[src/rtl/txdma_pkg.sv]
package txdma_pkg;
  localparam int ADDR_W = 24;
  localparam int PTR_W  = 16;
  localparam int PAGE_W = ADDR_W - PTR_W;
  localparam int CNT_W  = 16;
  localparam int DATA_W = 8;
  localparam int CFG_AW = 3;
  localparam int CFG_DW = 16;

  // descriptor layout, byte offsets
  localparam int OFF_LINK = 0;
  localparam int OFF_BUF  = 2;
  localparam int OFF_CNT  = 5;
  localparam int DESC_RD  = 7;
  localparam int DIDX_W   = $clog2(DESC_RD + 1);

  localparam logic [CFG_AW-1:0] REG_PAGE = 3'd0;
  localparam logic [CFG_AW-1:0] REG_CUR  = 3'd1;
  localparam logic [CFG_AW-1:0] REG_END  = 3'd2;
  localparam logic [CFG_AW-1:0] REG_CTRL = 3'd3;
  localparam logic [CFG_AW-1:0] REG_STAT = 3'd4;

  typedef enum logic [1:0] {
    ST_IDLE,
    ST_LOOK,
    ST_DESC,
    ST_DATA
  } walk_state_e;
endpackage

[src/rtl/txdma_regs.sv]
module txdma_regs
  import txdma_pkg::*;
(
  input  logic              clk_i,
  input  logic              rst_ni,
  input  logic              we_i,
  input  logic [CFG_AW-1:0] addr_i,
  input  logic [CFG_DW-1:0] wdata_i,
  input  logic              ptr_ld_i,
  input  logic [PTR_W-1:0]  ptr_nxt_i,
  input  logic              done_i,
  output logic [PAGE_W-1:0] page_o,
  output logic [PTR_W-1:0]  cur_o,
  output logic [PTR_W-1:0]  end_o,
  output logic              en_o,
  output logic              ie_o,
  output logic              flag_o
);
  always_ff @(posedge clk_i or negedge rst_ni) begin
    if (!rst_ni) begin
      page_o <= '0;
      cur_o  <= '0;
      end_o  <= '0;
      en_o   <= 1'b0;
      ie_o   <= 1'b0;
      flag_o <= 1'b0;
    end else begin
      if (we_i && addr_i == REG_PAGE) page_o <= wdata_i[PAGE_W-1:0];
      if (we_i && addr_i == REG_END)  end_o  <= wdata_i[PTR_W-1:0];
      // engine load wins over a host write in the same cycle
      if (ptr_ld_i)                        cur_o <= ptr_nxt_i;
      else if (we_i && addr_i == REG_CUR)  cur_o <= wdata_i[PTR_W-1:0];
      if (we_i && addr_i == REG_CTRL) ie_o <= wdata_i[1];
      if (done_i)                          en_o <= 1'b0;
      else if (we_i && addr_i == REG_CTRL) en_o <= wdata_i[0];
      if (done_i)                                    flag_o <= 1'b1;
      else if (we_i && addr_i == REG_STAT && wdata_i[0]) flag_o <= 1'b0;
    end
  end
endmodule

[src/rtl/txdma_txbuf.sv]
module txdma_txbuf
  import txdma_pkg::*;
(
  input  logic              clk_i,
  input  logic              rst_ni,
  input  logic              push_i,
  input  logic [DATA_W-1:0] data_i,
  input  logic              tx_req_i,
  output logic              full_o,
  output logic              tx_ack_o,
  output logic [DATA_W-1:0] tx_data_o
);
  logic [DATA_W-1:0] hold_q;

  assign tx_ack_o  = full_o & tx_req_i;
  assign tx_data_o = hold_q;

  always_ff @(posedge clk_i or negedge rst_ni) begin
    if (!rst_ni) begin
      full_o <= 1'b0;
      hold_q <= '0;
    end else if (push_i) begin
      full_o <= 1'b1;
      hold_q <= data_i;
    end else if (tx_ack_o) begin
      full_o <= 1'b0;
    end
  end
endmodule

[src/rtl/txdma_walker.sv]
module txdma_walker
  import txdma_pkg::*;
(
  input  logic              clk_i,
  input  logic              rst_ni,
  input  logic              en_i,
  input  logic [PAGE_W-1:0] page_i,
  input  logic [PTR_W-1:0]  cur_i,
  input  logic [PTR_W-1:0]  end_i,
  input  logic              tx_req_i,
  input  logic              full_i,
  output logic              mem_req_o,
  output logic [ADDR_W-1:0] mem_addr_o,
  input  logic              mem_ready_i,
  input  logic [DATA_W-1:0] mem_rdata_i,
  output logic              push_o,
  output logic              ptr_ld_o,
  output logic [PTR_W-1:0]  ptr_nxt_o,
  output logic              done_o
);
  localparam logic [DIDX_W-1:0] DIDX_LAST = DIDX_W'(DESC_RD - 1);

  walk_state_e       st_q, st_d;
  logic [DIDX_W-1:0] didx_q;
  logic [CNT_W-1:0]  bidx_q;
  logic [PTR_W-1:0]  link_q;
  logic [ADDR_W-1:0] buf_q;
  logic [CNT_W-1:0]  cnt_q;
  logic [CNT_W-1:0]  cnt_now;
  logic              xfer;

  assign xfer    = mem_req_o & mem_ready_i;
  assign cnt_now = {mem_rdata_i, cnt_q[DATA_W-1:0]};
  assign ptr_nxt_o = link_q;

  always_comb begin
    st_d       = st_q;
    mem_req_o  = 1'b0;
    mem_addr_o = {page_i, cur_i} + ADDR_W'(didx_q);
    push_o     = 1'b0;
    ptr_ld_o   = 1'b0;
    done_o     = 1'b0;
    unique case (st_q)
      ST_IDLE: if (en_i) st_d = ST_LOOK;
      ST_LOOK: begin
        if (cur_i == end_i) begin
          if (tx_req_i && !full_i) begin
            done_o = 1'b1;
            st_d   = ST_IDLE;
          end
        end else begin
          st_d = ST_DESC;
        end
      end
      ST_DESC: begin
        mem_req_o = 1'b1;
        if (mem_ready_i && didx_q == DIDX_LAST) begin
          if (cnt_now == '0) begin
            ptr_ld_o = 1'b1;
            st_d     = ST_LOOK;
          end else begin
            st_d = ST_DATA;
          end
        end
      end
      ST_DATA: begin
        mem_addr_o = buf_q + ADDR_W'(bidx_q);
        mem_req_o  = !full_i;
        if (mem_ready_i && !full_i) begin
          push_o = 1'b1;
          if (bidx_q + 1'b1 == cnt_q) begin
            ptr_ld_o = 1'b1;
            st_d     = ST_LOOK;
          end
        end
      end
      default: st_d = ST_IDLE;
    endcase
    if (!en_i) begin
      st_d      = ST_IDLE;
      mem_req_o = 1'b0;
      push_o    = 1'b0;
      ptr_ld_o  = 1'b0;
      done_o    = 1'b0;
    end
  end

  always_ff @(posedge clk_i or negedge rst_ni) begin
    if (!rst_ni) begin
      st_q   <= ST_IDLE;
      didx_q <= '0;
      bidx_q <= '0;
      link_q <= '0;
      buf_q  <= '0;
      cnt_q  <= '0;
    end else begin
      st_q <= st_d;
      if (st_q == ST_LOOK) begin
        didx_q <= '0;
        bidx_q <= '0;
      end
      if (st_q == ST_DESC && xfer) begin
        didx_q <= didx_q + 1'b1;
        unique case (int'(didx_q))
          OFF_LINK:     link_q[7:0]   <= mem_rdata_i;
          OFF_LINK + 1: link_q[15:8]  <= mem_rdata_i;
          OFF_BUF:      buf_q[7:0]    <= mem_rdata_i;
          OFF_BUF + 1:  buf_q[15:8]   <= mem_rdata_i;
          OFF_BUF + 2:  buf_q[23:16]  <= mem_rdata_i;
          OFF_CNT:      cnt_q[7:0]    <= mem_rdata_i;
          OFF_CNT + 1:  cnt_q[15:8]   <= mem_rdata_i;
          default: ;
        endcase
      end
      if (st_q == ST_DATA && xfer) bidx_q <= bidx_q + 1'b1;
    end
  end
endmodule

[src/rtl/txdma_chain.sv]
module txdma_chain
  import txdma_pkg::*;
(
  input  logic              clk_i,
  input  logic              rst_ni,
  input  logic              cfg_we_i,
  input  logic [CFG_AW-1:0] cfg_addr_i,
  input  logic [CFG_DW-1:0] cfg_wdata_i,
  output logic              en_o,
  output logic [PTR_W-1:0]  cur_ptr_o,
  output logic              done_flag_o,
  output logic              irq_o,
  output logic              mem_req_o,
  output logic [ADDR_W-1:0] mem_addr_o,
  input  logic              mem_ready_i,
  input  logic [DATA_W-1:0] mem_rdata_i,
  input  logic              tx_req_i,
  output logic              tx_ack_o,
  output logic [DATA_W-1:0] tx_data_o
);
  logic [PAGE_W-1:0] page;
  logic [PTR_W-1:0]  end_ptr;
  logic [PTR_W-1:0]  ptr_nxt;
  logic              ie, ptr_ld, done, push, full;

  assign irq_o = done_flag_o & ie;

  txdma_regs u_regs (
    .clk_i     (clk_i),
    .rst_ni    (rst_ni),
    .we_i      (cfg_we_i),
    .addr_i    (cfg_addr_i),
    .wdata_i   (cfg_wdata_i),
    .ptr_ld_i  (ptr_ld),
    .ptr_nxt_i (ptr_nxt),
    .done_i    (done),
    .page_o    (page),
    .cur_o     (cur_ptr_o),
    .end_o     (end_ptr),
    .en_o      (en_o),
    .ie_o      (ie),
    .flag_o    (done_flag_o)
  );

  txdma_walker u_walk (
    .clk_i       (clk_i),
    .rst_ni      (rst_ni),
    .en_i        (en_o),
    .page_i      (page),
    .cur_i       (cur_ptr_o),
    .end_i       (end_ptr),
    .tx_req_i    (tx_req_i),
    .full_i      (full),
    .mem_req_o   (mem_req_o),
    .mem_addr_o  (mem_addr_o),
    .mem_ready_i (mem_ready_i),
    .mem_rdata_i (mem_rdata_i),
    .push_o      (push),
    .ptr_ld_o    (ptr_ld),
    .ptr_nxt_o   (ptr_nxt),
    .done_o      (done)
  );

  txdma_txbuf u_txbuf (
    .clk_i     (clk_i),
    .rst_ni    (rst_ni),
    .push_i    (push),
    .data_i    (mem_rdata_i),
    .tx_req_i  (tx_req_i),
    .full_o    (full),
    .tx_ack_o  (tx_ack_o),
    .tx_data_o (tx_data_o)
  );
endmodule

[config.mk]
export PLATFORM = sky130hd
export DESIGN_NAME = txdma_chain
export DESIGN_NICKNAME = d
export VERILOG_FILES = /design/src/rtl/txdma_pkg.sv /design/src/rtl/txdma_regs.sv /design/src/rtl/txdma_txbuf.sv /design/src/rtl/txdma_walker.sv /design/src/rtl/txdma_chain.sv
export SDC_FILE = /design/constraint.sdc
export NUM_CORES = 1
export LEC_CHECK = 0
export BUFFER_PORTS_ARGS = -buffer_cell sky130_fd_sc_hd__buf_2
export CELL_PAD_IN_SITES_DETAIL_PLACEMENT = 1
export CELL_PAD_IN_SITES_GLOBAL_PLACEMENT = 2
export CORE_MARGIN = 5
export CORE_UTILIZATION = 42
export CTS_CLUSTER_DIAMETER = 40
export DETAILED_ROUTE_END_ITERATION = 7
export PLACE_DENSITY_LB_ADDON = 0.1
export SYNTH_ARGS = -nofsm -noshare
export SYNTH_HDL_FRONTEND = slang
export SYNTH_SLANG_ARGS = --single-unit
[constraint.sdc]
create_clock -name clk_i -period 4.1 [get_ports clk_i]
set_clock_uncertainty 0.1 [all_clocks]
set_input_delay 0.41 -clock clk_i [delete_from_list [all_inputs] [get_ports clk_i]]
set_output_delay 0.41 -clock clk_i [all_outputs]
set_load 0.01 [all_outputs]
Yosys cells after proc, flatten, opt, wreduce, memory -nomap -nowiden:

Cells that the tools add are included.

* output and inout bits: 53
* input bits: 32
* flip-flop bits (word level): 129

* $add $sub $neg: 4
* bitwise gates (word level): 3
* equal/unequal tests: 19
* reductions and logical operators: 30
* multiplexer cells: 36

Operators with widths (count)
* $mux 16: 4
* $eq 16x16->1: 2
* $add 24x16->24: 1
* $add 24x3->24: 1
* $mux 24: 1
* $mux 1: 19
* $add 16x1->16 const B: 1
* $logic_not 16->1: 1
* $mux 2: 7
* $reduce_and 2->1: 7
* $eq 3x2->1 const B: 4
* $eq 3x3->1 const B: 4
* $reduce_bool 2->1: 6
* $logic_and 1x1->1: 11
* $ne 3x2->1 const B: 3
* $pmux 2 s4: 1
* $eq 3x1->1 const B: 2
* $logic_not 3->1: 2
* $mux 3: 2
* $eq 2x2->1 const B: 2
* $ne 4x4->1 const B: 1
* $pmux 1 s2: 2
* $reduce_and 4->1: 1
* $add 3x1->3 const B: 1
* 4 further kinds: 6

Longest topological paths before layout:

Gate-level depths: netlist of run 1.

* depth in word-level cells: 7
* gate-level depth with buffers: 10

By module:

Synthesis of run 1 repeated with hierarchy kept, for this count alone.

* cell total of the unflattened synthesis: 772
* area, all modules: 7917.6 µm²

Modules (own cells, without submodules)
* txdma_walker: area an instance 5729.2 µm², cells an instance 618, instances 1
* txdma_regs: area an instance 1806.7 µm², cells an instance 132, instances 1
* txdma_txbuf: area an instance 375.4 µm², cells an instance 21, instances 1
* txdma_chain: area an instance 6.3 µm², cells an instance 1, instances 1

Least setup slack after synthesis of run 1:

OpenSTA, ideal clock, no wires.

* kind: register to output
* start point: register u_walk.bidx_q[0]
* end point: output port mem_addr_o[18]
* path slack: 1.157 ns
* arrival: 2.433 ns
* cell stages (with the launch flop): 11
* data required time: 3.590 ns
* cells stage by stage: dfrtp_1 -> ha_1 -> inv_1 -> fa_1 -> nor2b_1 -> o31a_1 -> o211ai_1 -> a31oi_1 -> a211oi_1 -> o21ai_0 -> a31oi_1

* cells in the longest elaborated chain, start to end: 2

Ends and longest elaborated chain
* start, declared: line txdma_walker.sv:25 `logic [CNT_W-1:0] bidx_q;`
* start signal, assigned: line txdma_walker.sv:115 `if (st_q == ST_DATA && xfer) bidx_q <= bidx_q + 1'b1;`
* $add 24x16->24: line txdma_walker.sv:67 `mem_addr_o = buf_q + ADDR_W'(bidx_q);`
* $mux 24: line txdma_walker.sv:43 `unique case (st_q)`
* end, declared: line txdma_chain.sv:14 `output logic [ADDR_W-1:0] mem_addr_o,`

Every way passes these cells.

Worst setup path in the final report of run 1:

Same ends and word-level chain as after synthesis.

==> results of run 1 <==
## routing by layer
layer / share of wire (%) / global-route usage [%] / up-vias
met5: 0 / 0 / -
met4: 0.97 / 4.94 / 0
met3: 3.9 / 5.00 / 16
met2: 48 / 37.6 / 120
met1: 47 / 31.6 / 3190
li1: - / - / 2917
## power by group
part | internal (mW) | switching, mW | total, mW | leakage [nW]
combinational | 0.375 | 0.407 | 0.783 | 2.28
sequential | 1.43 | 0.171 | 1.60 | 1.71
clock | 1.08 | 0.585 | 1.66 | 0.302
total | 2.88 | 1.16 | 4.04 | 4.29
## final cells by class
class                      count  area [um2]  area share (%)
antenna                        1        2.50          0.0273
clock buffer                  18         429            4.68
clock inverter                13         213            2.32
inverter                      19        71.3           0.778
multi-input combinational    572        4420            48.2
sequential                   129        3230            35.2
tap                          234         293            3.19
timing repair buffer          95         518            5.65
## per-stage QoR
step	std cells	utilization (%)	cell area, um2	setup WS, ns	power [mW]
2_1_floorplan	748	-	7840	1.16	2.03
3_3_place_gp	1049	46.1	8530	0.798	2.36
3_5_place_dp	1049	46.1	8530	0.729	2.41
4_1_cts	1080	49.5	9170	0.269	4.08
5_1_grt	1080	49.5	9170	0.00842	4.24
6_report	1081	49.5	9170	0.266	4.04
## path summary, 6_finish.rpt
kind                                       end  slack [ns]  cells past startpoint
max                             mem_addr_o[18]        0.27                     12
min                           u_regs.page_o[1]       -0.03                      1
max reg2reg                    u_regs.cur_o[6]        0.90                      9
min reg2reg                    u_regs.cur_o[3]        0.40                      1
max in group asynchronous  u_walk.ptr_nxt_o[3]        3.04                      2
min in group clk_i              u_txbuf.full_o        0.11                      2
## cells in the mapped netlist (7+ instances only)
cell type	instances
clkbuf_1	19
nor2_1	41
nor3_1	7
xnor2_1	35
or3_1	10
xor2_1	30
nand3_1	25
a21oi_1	31
ha_1	28
nand2_1	41
mux2_4	10
and3_1	14
nor2b_1	12
a31oi_1	16
mux2_2	111
dfrtp_1	129
nand4_1	14
o31ai_1	12
inv_1	19
o21ai_0	46
## sequential cells by signal, summed over array words and instances (netlist names)
signal / cells
u_txbuf.full_o: 1
u_walk.bidx_q: 16
u_regs.page_o: 8
u_txbuf.tx_data_o: 8
u_walk.buf_q: 24
u_regs.cur_o: 16
u_regs.flag_o: 1
u_regs.ie_o: 1
u_walk.cnt_q: 16
u_regs.en_o: 1
u_regs.end_o: 16
u_walk.didx_q: 3
u_walk.ptr_nxt_o: 16
u_walk.st_q: 2
## placed cells by master, fill, tap and decap left out, types with 6 or more instances in the layout
cell       count
ha_1          27
mux2_2       111
a31oi_1       16
xnor2_1       35
a21oi_1       31
xor2_1        30
and4_1         6
or3_1         10
and3_1        14
and2_1         6
nand4_1       14
mux2_4        10
nor2_1        41
nand3_1       25
dfrtp_1      129
o31ai_1       12
a21o_1         6
buf_2         83
o21ai_0       46
nor2b_1       12
nor4_1         6
nor3_1         7
buf_4         11
inv_1         19
nand2_1       41
clkbuf_16     17
## kinds of logic after synthesis
kind of cell | after synthesis | synth area share [%]
simple gates | 201 | 13.7
compound gates | 151 | 12.1
flops | 129 | 41.2
mux | 125 | 18.4
xor+xnor | 65 | 7.26
buf+inv | 47 | 2.47
fa+ha+maj | 30 | 4.98
## critical path: cells and delay by family, from the launching register on
kind,cells,cell delay (ns)
compound gates,5,0.95
simple gates,2,0.48
fa+ha+maj,2,0.63
flops,1,0.45
buf+inv,3,0.39
==> metrics.yaml, run 1 <==
place:
  numPortBuffers: 84
  dp_hpwl_um: 17800
  place.gp.congestion: 0.833
critical_path:
  critPathKind: "flip-flop to output port"
  slowest_stage: "dfrtp_1"
  cp_common_cell: "a31oi_1"
  slowest_delay_ns: 0.45
  timing.rr.start: "u_walk.bidx_q[0]"
  cp.required_ns: 3.59
  cp-startpoint: "u_walk.bidx_q[0]"
  cp_max_fo: 7
  worstPathArrival_ns: 3.32
  path_cells: "ha_1, inv_1, fa_1, nor2b_1, o31a_1, o211ai_1, a31oi_1, a211oi_1, buf_4, or3_1, a31oi_1, buf_2"
  end_kind: "output port"
  cp-start-kind: "flip-flop"
synthesis:
  synthesis.area_um2: 7840
  synth_top_area_share_pct: 41.2
  synthTopCellsByArea: "dfrtp_1 41%, mux2_2 16%, ha_1 4.5%"
  synthCells: 748
  synth_edf_count: 0
  synth_ff_type: "dfrtp_1"
  yosysTopAreaCell: "dfrtp_1"
  synth.avg_cell_area_um2: 10.5
  yosysUniqueCellTypes: 63
  ys_seq_elements: 129
  yosysSeqAreaShare_pct: 41.2
  async_flop_share_pct: 100
  synth_warnings: 0
  synthesis.nets: 810
clock_network:
  path_clk_slew_ns: 0.06
  cts-resized-gates: 0
  clock_path_buffers: 2
  cts_max_level: 4
  cts_setup_buffers: 0
  root_buffer: "clkbuf_16"
  clkLatencyLatePin_ns: 0.42
  cts_sinks: 129
  cts_tree: "yes"
  cts_buffers: 17
  cts_hold_buf: 0
detailed_routing:
  wl_per_cell_um: 22.3
  drt_iter0_drc: 329
  remaining_drc_errors: 0
  wl_um: 24100
  antenna_left: 0
  vias_per_cell: 5.78
  vias: 6243
  drt_first_pass_iters: 5
outcome:
  violations: "hold timing"
  status: "finished, violations left"
global_routing:
  track_usage_pct: 23.0
  grt_pass1_wl_um: 38700
  grt_pass1_vias: 6749
  grt_max_degree: 71
  grt-ovfl-total: 0
  grt_antenna_before_repair: 1
floorplanning:
  die_area_um2: 21500
  fp.dieW_um: 147
  core_area_um2: 18500
  initial_core_util_pct: 42.3
  dieHeight_um: 147
  num_rows: 50
  io_pins: 85
power_and_ir_drop:
  leakagePower_nw: 4.29
  p_per_area_nw_per_um2: 441
  ir_worst_vdd_uv: 325
sta:
  period_minus_slack_ns: 3.83
  maxSlewViolCount: 0
  setup_tns_ns: 0
  rsz0062_at_grt: "no"
  min_period_over_period_pct: 93.5
  relSlewSlack_pct: 34.1
  hold_slack_ns: -0.0288
  finalSetupViolations: 0
  fmax_mhz: 261
  worstMarginPinSlew_ns: 0.979
  finalHoldViolCount: 9
layout:
  nets: 896
  fillCellCount: 2052
  drive_gt1_share_pct: 30.1
  syn_to_final_growth_pct: 17.0
hold_path:
  min_path_type: "input pin to async pin"
job:
  cap_violations: 0
No activity file was read; power rests on OpenSTA's default activity.
==> inputs of run 2 (changes only) <==
==> constraint.sdc (replaced) <==
create_clock -name clk_i -period 4.1 [get_ports clk_i]
set_clock_uncertainty 0.1 [all_clocks]
set_input_delay 0.205 -clock clk_i [delete_from_list [all_inputs] [get_ports clk_i]]
set_output_delay 0.205 -clock clk_i [all_outputs]
set_load 0.01 [all_outputs]
==> metrics.yaml, run 2 (synthesis results as in run 1) <==
detailed_routing:
  wl_per_cell_um: 22.1
  drt_first_pass_iters: 4
  vias: 6316
  antenna_left: 0
  drt_iter0_drc: 326
  wl_um: 24300
  remaining_drc_errors: 0
  vias_per_cell: 5.76
clock_network:
  root_buffer: "clkbuf_16"
  cts_sinks: 129
  cts_buffers: 17
  cts_tree: "yes"
  clkLatencyLatePin_ns: 0.43
  path_clk_slew_ns: 0.06
  cts_max_level: 4
  clock_path_buffers: 2
global_routing:
  grt-ovfl-total: 0
  grt_pass1_wl_um: 38900
  track_usage_pct: 23.2
  grt_max_degree: 68
  grt_pass1_vias: 6720
  grt_antenna_before_repair: 0
critical_path:
  path_cells: "ha_1, inv_1, fa_1, nor2b_1, o31a_1, o211ai_1, a31oi_1, a211oi_2, or3_1, a31oi_1, buf_2"
  cp_max_fo: 7
  slowest_stage: "dfrtp_1"
  cp_common_cell: "a31oi_1"
  cp-start-kind: "flip-flop"
  critical_path_buf_inv_count: 2
  critPathKind: "flip-flop to output port"
  cp.required_ns: 3.80
  cp-startpoint: "u_walk.bidx_q[0]"
  worstPathArrival_ns: 3.28
  timing.rr.start: "u_walk.bidx_q[0]"
  slowest_delay_ns: 0.46
  cp_top_family: "compound AO/OA/AOI/OAI gates"
  end_kind: "output port"
sta:
  finalHoldViolCount: 0
  maxSlewViolCount: 0
  fmax_mhz: 279
  setup_tns_ns: 0
  worstMarginPinSlew_ns: 1.00
  min_period_over_period_pct: 87.6
  worst_slack_ns: 0.510
  period_minus_slack_ns: 3.59
  relSlewSlack_pct: 32.5
  rsz0062_at_grt: "no"
  finalSetupViolations: 0
layout:
  n_antenna_cell: 0
  largest-register: "u_walk.buf_q"
  final_common_cell: "dfrtp_1"
  nets: 912
  syn_to_final_growth_pct: 19.3
  drive_gt1_share_pct: 29.4
  final_cell_mix: "129 x dfrtp_1, 111 x mux2_2, 83 x buf_2, 46 x o21ai_0"
  fillCellCount: 2030
  multi_input_area_um2: 4420
  largest_register_ff_count: 24
  final-seq-area_um2: 3230
floorplanning:
  num_rows: 50
  dieHeight_um: 147
  io_pins: 85
  initial_core_util_pct: 42.3
  die_area_um2: 21500
  fp.dieW_um: 147
  core_area_um2: 18500
outcome:
  status: "complete, no violations"
job:
  cap_violations: 0
power_and_ir_drop:
  p_per_area_nw_per_um2: 436
  p_total_mw: 4.08
  leakagePower_nw: 4.37
  ir_worst_vdd_uv: 379
hold_path:
  min_path_type: "input pin to flip-flop"
  holdCritStartpoint: "cfg_we_i"
place:
  place.gp.congestion: 0.851
  dp_hpwl_um: 17600
  numPortBuffers: 84
  place_ws_ns: 0.744
[run 2: cell types whose count changed in the layout (fill, tap and decap cells not counted), sizes merged]
| cell | delta |
|---|---|
| clkinv | -1 |
| buf | -3 |
| dlygate4sd3 | +19 |
| clkbuf | +1 |
| diode | -1 |
| inv | +1 |
[run 2: worst paths after layout]
kind	cells after the start	slack (ns)	endpoint
min in group asynchronous	2	0.32	u_regs.page_o[5]
worst max-delay path	11	0.51	mem_addr_o[22]
max in group asynchronous	3	2.68	u_regs.cur_o[9]
worst max register to register	9	0.96	u_regs.cur_o[11]
worst min register to register	1	0.40	u_regs.ie_o
worst min-delay path	4	0.02	u_regs.flag_o
[run 2: layout make-up]
| cell class | count | share of cell area (%) |
|---|---|---|
| multi-input cells | 572 | 47.3 |
| flip-flops and latches | 129 | 34.5 |
| repair buffers | 111 | 7.33 |
| clock buffers | 19 | 4.74 |
| well taps | 234 | 3.13 |
| clock inverters | 13 | 2.23 |
| inverters | 19 | 0.763 |
[run 2: tightest hold or removal path, cell delays in order]
cell and delay (ns):
buf_2 0.11, nand3_1 0.07, o31ai_1 0.07, nand2_1 0.06
[run 2: routing by layer]
metal | track usage, % | share of wire (%)
met1 | 32.6 | 47
met4 | 5.69 | 1.3
met3 | 4.10 | 4.5
met2 | 37.2 | 47
met5 | 0 | 0
[run 2: report_power, final]
group	total (mW)	switching [mW]	internal, mW
clock	1.69	0.593	1.10
combinational	0.787	0.402	0.385
sequential	1.60	0.178	1.43
[run 2: metrics by stage]
step	instances	hold WS (ns)	instance area (um2)	util, %
final	1097	0.0239	9350	50.5
after global routing	1097	0.0340	9350	50.5
after CTS	1097	0.00947	9350	50.5
after detailed placement	1046	0.267	8510	45.9
after global placement	1046	0.253	8510	45.9
after floorplan	748	-0.191	7840	-
[run 2: what timing repair did]
item	4_1_cts	5_1_grt
setup buffers	0	0
resized for setup	0	1
endpoints found under the setup margin	0	3
hold buffers	19	0
hold endpoints to repair	85	0
==> inputs of run 3 (changes only) <==
CORE_UTILIZATION = 35   (was 42)
clock period = 3.2 ns   (was 4.1 ns; I/O delays follow)
==> metrics.yaml, run 3 (synthesis results as in run 1) <==
outcome:
  status: "finished, violations left"
  violations: "setup timing"
hold_path:
  min_path_type: "input pin to flip-flop"
critical_path:
  cp.required_ns: 2.94
  cp_max_fo: 7
  end_kind: "output port"
  critPathKind: "flip-flop to output port"
  critical_path_buf_inv_count: 3
  cp-start-kind: "flip-flop"
  cp_top_family: "compound AO/OA/AOI/OAI gates"
  slowest_delay_ns: 0.36
  worstPathArrival_ns: 2.99
  rrSetupSlack_ns: 0.19
  slowest_stage: "dfrtp_1"
  path_cells: "ha_2, inv_2, fa_2, nor2b_2, o31a_1, o211ai_1, buf_4, a31oi_4, a211oi_4, or3_1, a31oi_1, buf_2"
detailed_routing:
  antenna_left: 0
  remaining_drc_errors: 0
  drt_iter0_drc: 314
  vias: 6593
  vias_per_cell: 5.55
  wl_um: 27000
  drt_first_pass_iters: 4
  wl_per_cell_um: 22.7
layout:
  n_antenna_cell: 0
  nets: 956
  syn_to_final_growth_pct: 26.4
  largest_register_ff_count: 24
  largest-register: "u_walk.buf_q"
  drive_gt1_share_pct: 35.5
  final_cell_mix: "125 x dfrtp_1, 111 x mux2_2, 83 x buf_2, 46 x buf_4"
  post-route-cell-area_um2: 9910
  final-seq-area_um2: 3230
  final_common_cell: "dfrtp_1"
  multi_input_area_um2: 4570
  fillCellCount: 2389
sta:
  finalSetupViolations: 2
  rsz0062_at_grt: "yes"
  worst_slack_ns: -0.0509
  finalHoldViolCount: 0
  relSlewSlack_pct: 43.9
  worstMarginPinSlew_ns: 0.842
  min_period_over_period_pct: 102
  fmax_mhz: 308
  maxSlewViolCount: 0
  period_minus_slack_ns: 3.25
floorplanning:
  dieHeight_um: 160
  io_pins: 85
  fp.dieW_um: 160
  initial_core_util_pct: 35.7
  die_area_um2: 25500
  num_rows: 54
  core_area_um2: 22000
clock_network:
  cts_tree: "yes"
  clkLatencyLatePin_ns: 0.43
  cts_sinks: 129
  path_clk_slew_ns: 0.06
  root_buffer: "clkbuf_16"
  cts_buffers: 17
  cts_max_level: 4
  clock_path_buffers: 2
global_routing:
  track_usage_pct: 21.2
  grt-ovfl-total: 0
  grt_pass1_wl_um: 42100
  grt_pass1_vias: 7041
  grt_antenna_before_repair: 1
  grt_max_degree: 80
place:
  place_ws_ns: 0.147
  dp_hpwl_um: 19100
  place.gp.congestion: 0.855
  numPortBuffers: 84
  placed_area_um2: 8740
power_and_ir_drop:
  leakagePower_nw: 4.59
  p_per_area_nw_per_um2: 532
  ir_worst_vdd_uv: 295
  p_total_mw: 5.26
job:
  cap_violations: 0
==> run 3: changes by cell type in the layout (fill, tap and decap cells not counted), sizes merged <==
| cell | delta |
|---|---|
| inv | +9 |
| clkbuf | -2 |
| clkinvlp | -2 |
| bufinv | -3 |
| clkinv | -2 |
| dlygate4sd3 | +3 |
| buf | +41 |
==> run 3: final timing paths <==
check                                     start              endpoint  cells after the start
max                            u_walk.bidx_q[0]        mem_addr_o[22]                     12
min                                 mem_ready_i      u_walk.didx_q[2]                      3
max reg2reg                    u_walk.bidx_q[1]       u_regs.cur_o[7]                      9
min reg2reg                u_txbuf.tx_data_o[3]  u_txbuf.tx_data_o[3]                      1
max in group asynchronous                rst_ni      u_walk.bidx_q[6]                      3
min in group asynchronous                rst_ni      u_walk.buf_q[18]                      2
==> run 3: power breakdown <==
group / switching [mW] / total, mW / internal (mW)
combinational: 0.613 / 1.15 / 0.538
sequential: 0.171 / 2.00 / 1.82
clock: 0.908 / 2.12 / 1.21
total: 1.69 / 5.26 / 3.57
==> run 3: repair_timing <==
item                                    in CTS  in global routing
endpoints found under the hold margin      107                  0
gates cloned                                 0                  0
pin swaps                                    9                 17
hold buffers                                22                  0
resized for setup                           17                 21
endpoints found under the setup margin      11                 13
setup buffers                               16                  6
==> run 3: tightest hold or removal path, stage by stage <==
cell	delay, ns
buf_2	0.15
nand3_1	0.15
o21ai_0	0.10
==> run 3: metal layers <==
| layer | share of wire, % | wire, um | track usage [%] | vias up |
|---|---|---|---|---|
| met3 | 3.6 | 981 | 3.71 | 22 |
| li1 | - | - | - | 3041 |
| met5 | 0 | 0 | 0 | - |
| met4 | 1.4 | 383 | 6.07 | 0 |
| met1 | 47 | 12700 | 29.4 | 3394 |
| met2 | 48 | 12900 | 34.3 | 136 |
==> run 3: metrics by stage <==
| step | setup TNS, ns | util [%] | std cells | hold WS, ns |
|---|---|---|---|---|
| after floorplan | 0 | - | 748 | -0.236 |
| after global placement | 0 | 39.8 | 1114 | 0.139 |
| after detailed placement | 0 | 39.8 | 1114 | 0.154 |
| after CTS | -0.360 | 44.6 | 1183 | 0.0601 |
| after global routing | -0.972 | 45.1 | 1187 | 0.109 |
| final | -0.0923 | 45.1 | 1187 | 0.100 |
==> run 3: area by class of cell <==
cell class / instances / area share (%)
Sequential cell: 129 / 32.6
Tap cell: 280 / 3.54
Clock buffer: 17 / 4.29
Clock inverter: 15 / 2.12
Inverter: 19 / 0.720
Timing Repair Buffer: 155 / 10.5
Multi-Input combinational cell: 572 / 46.2
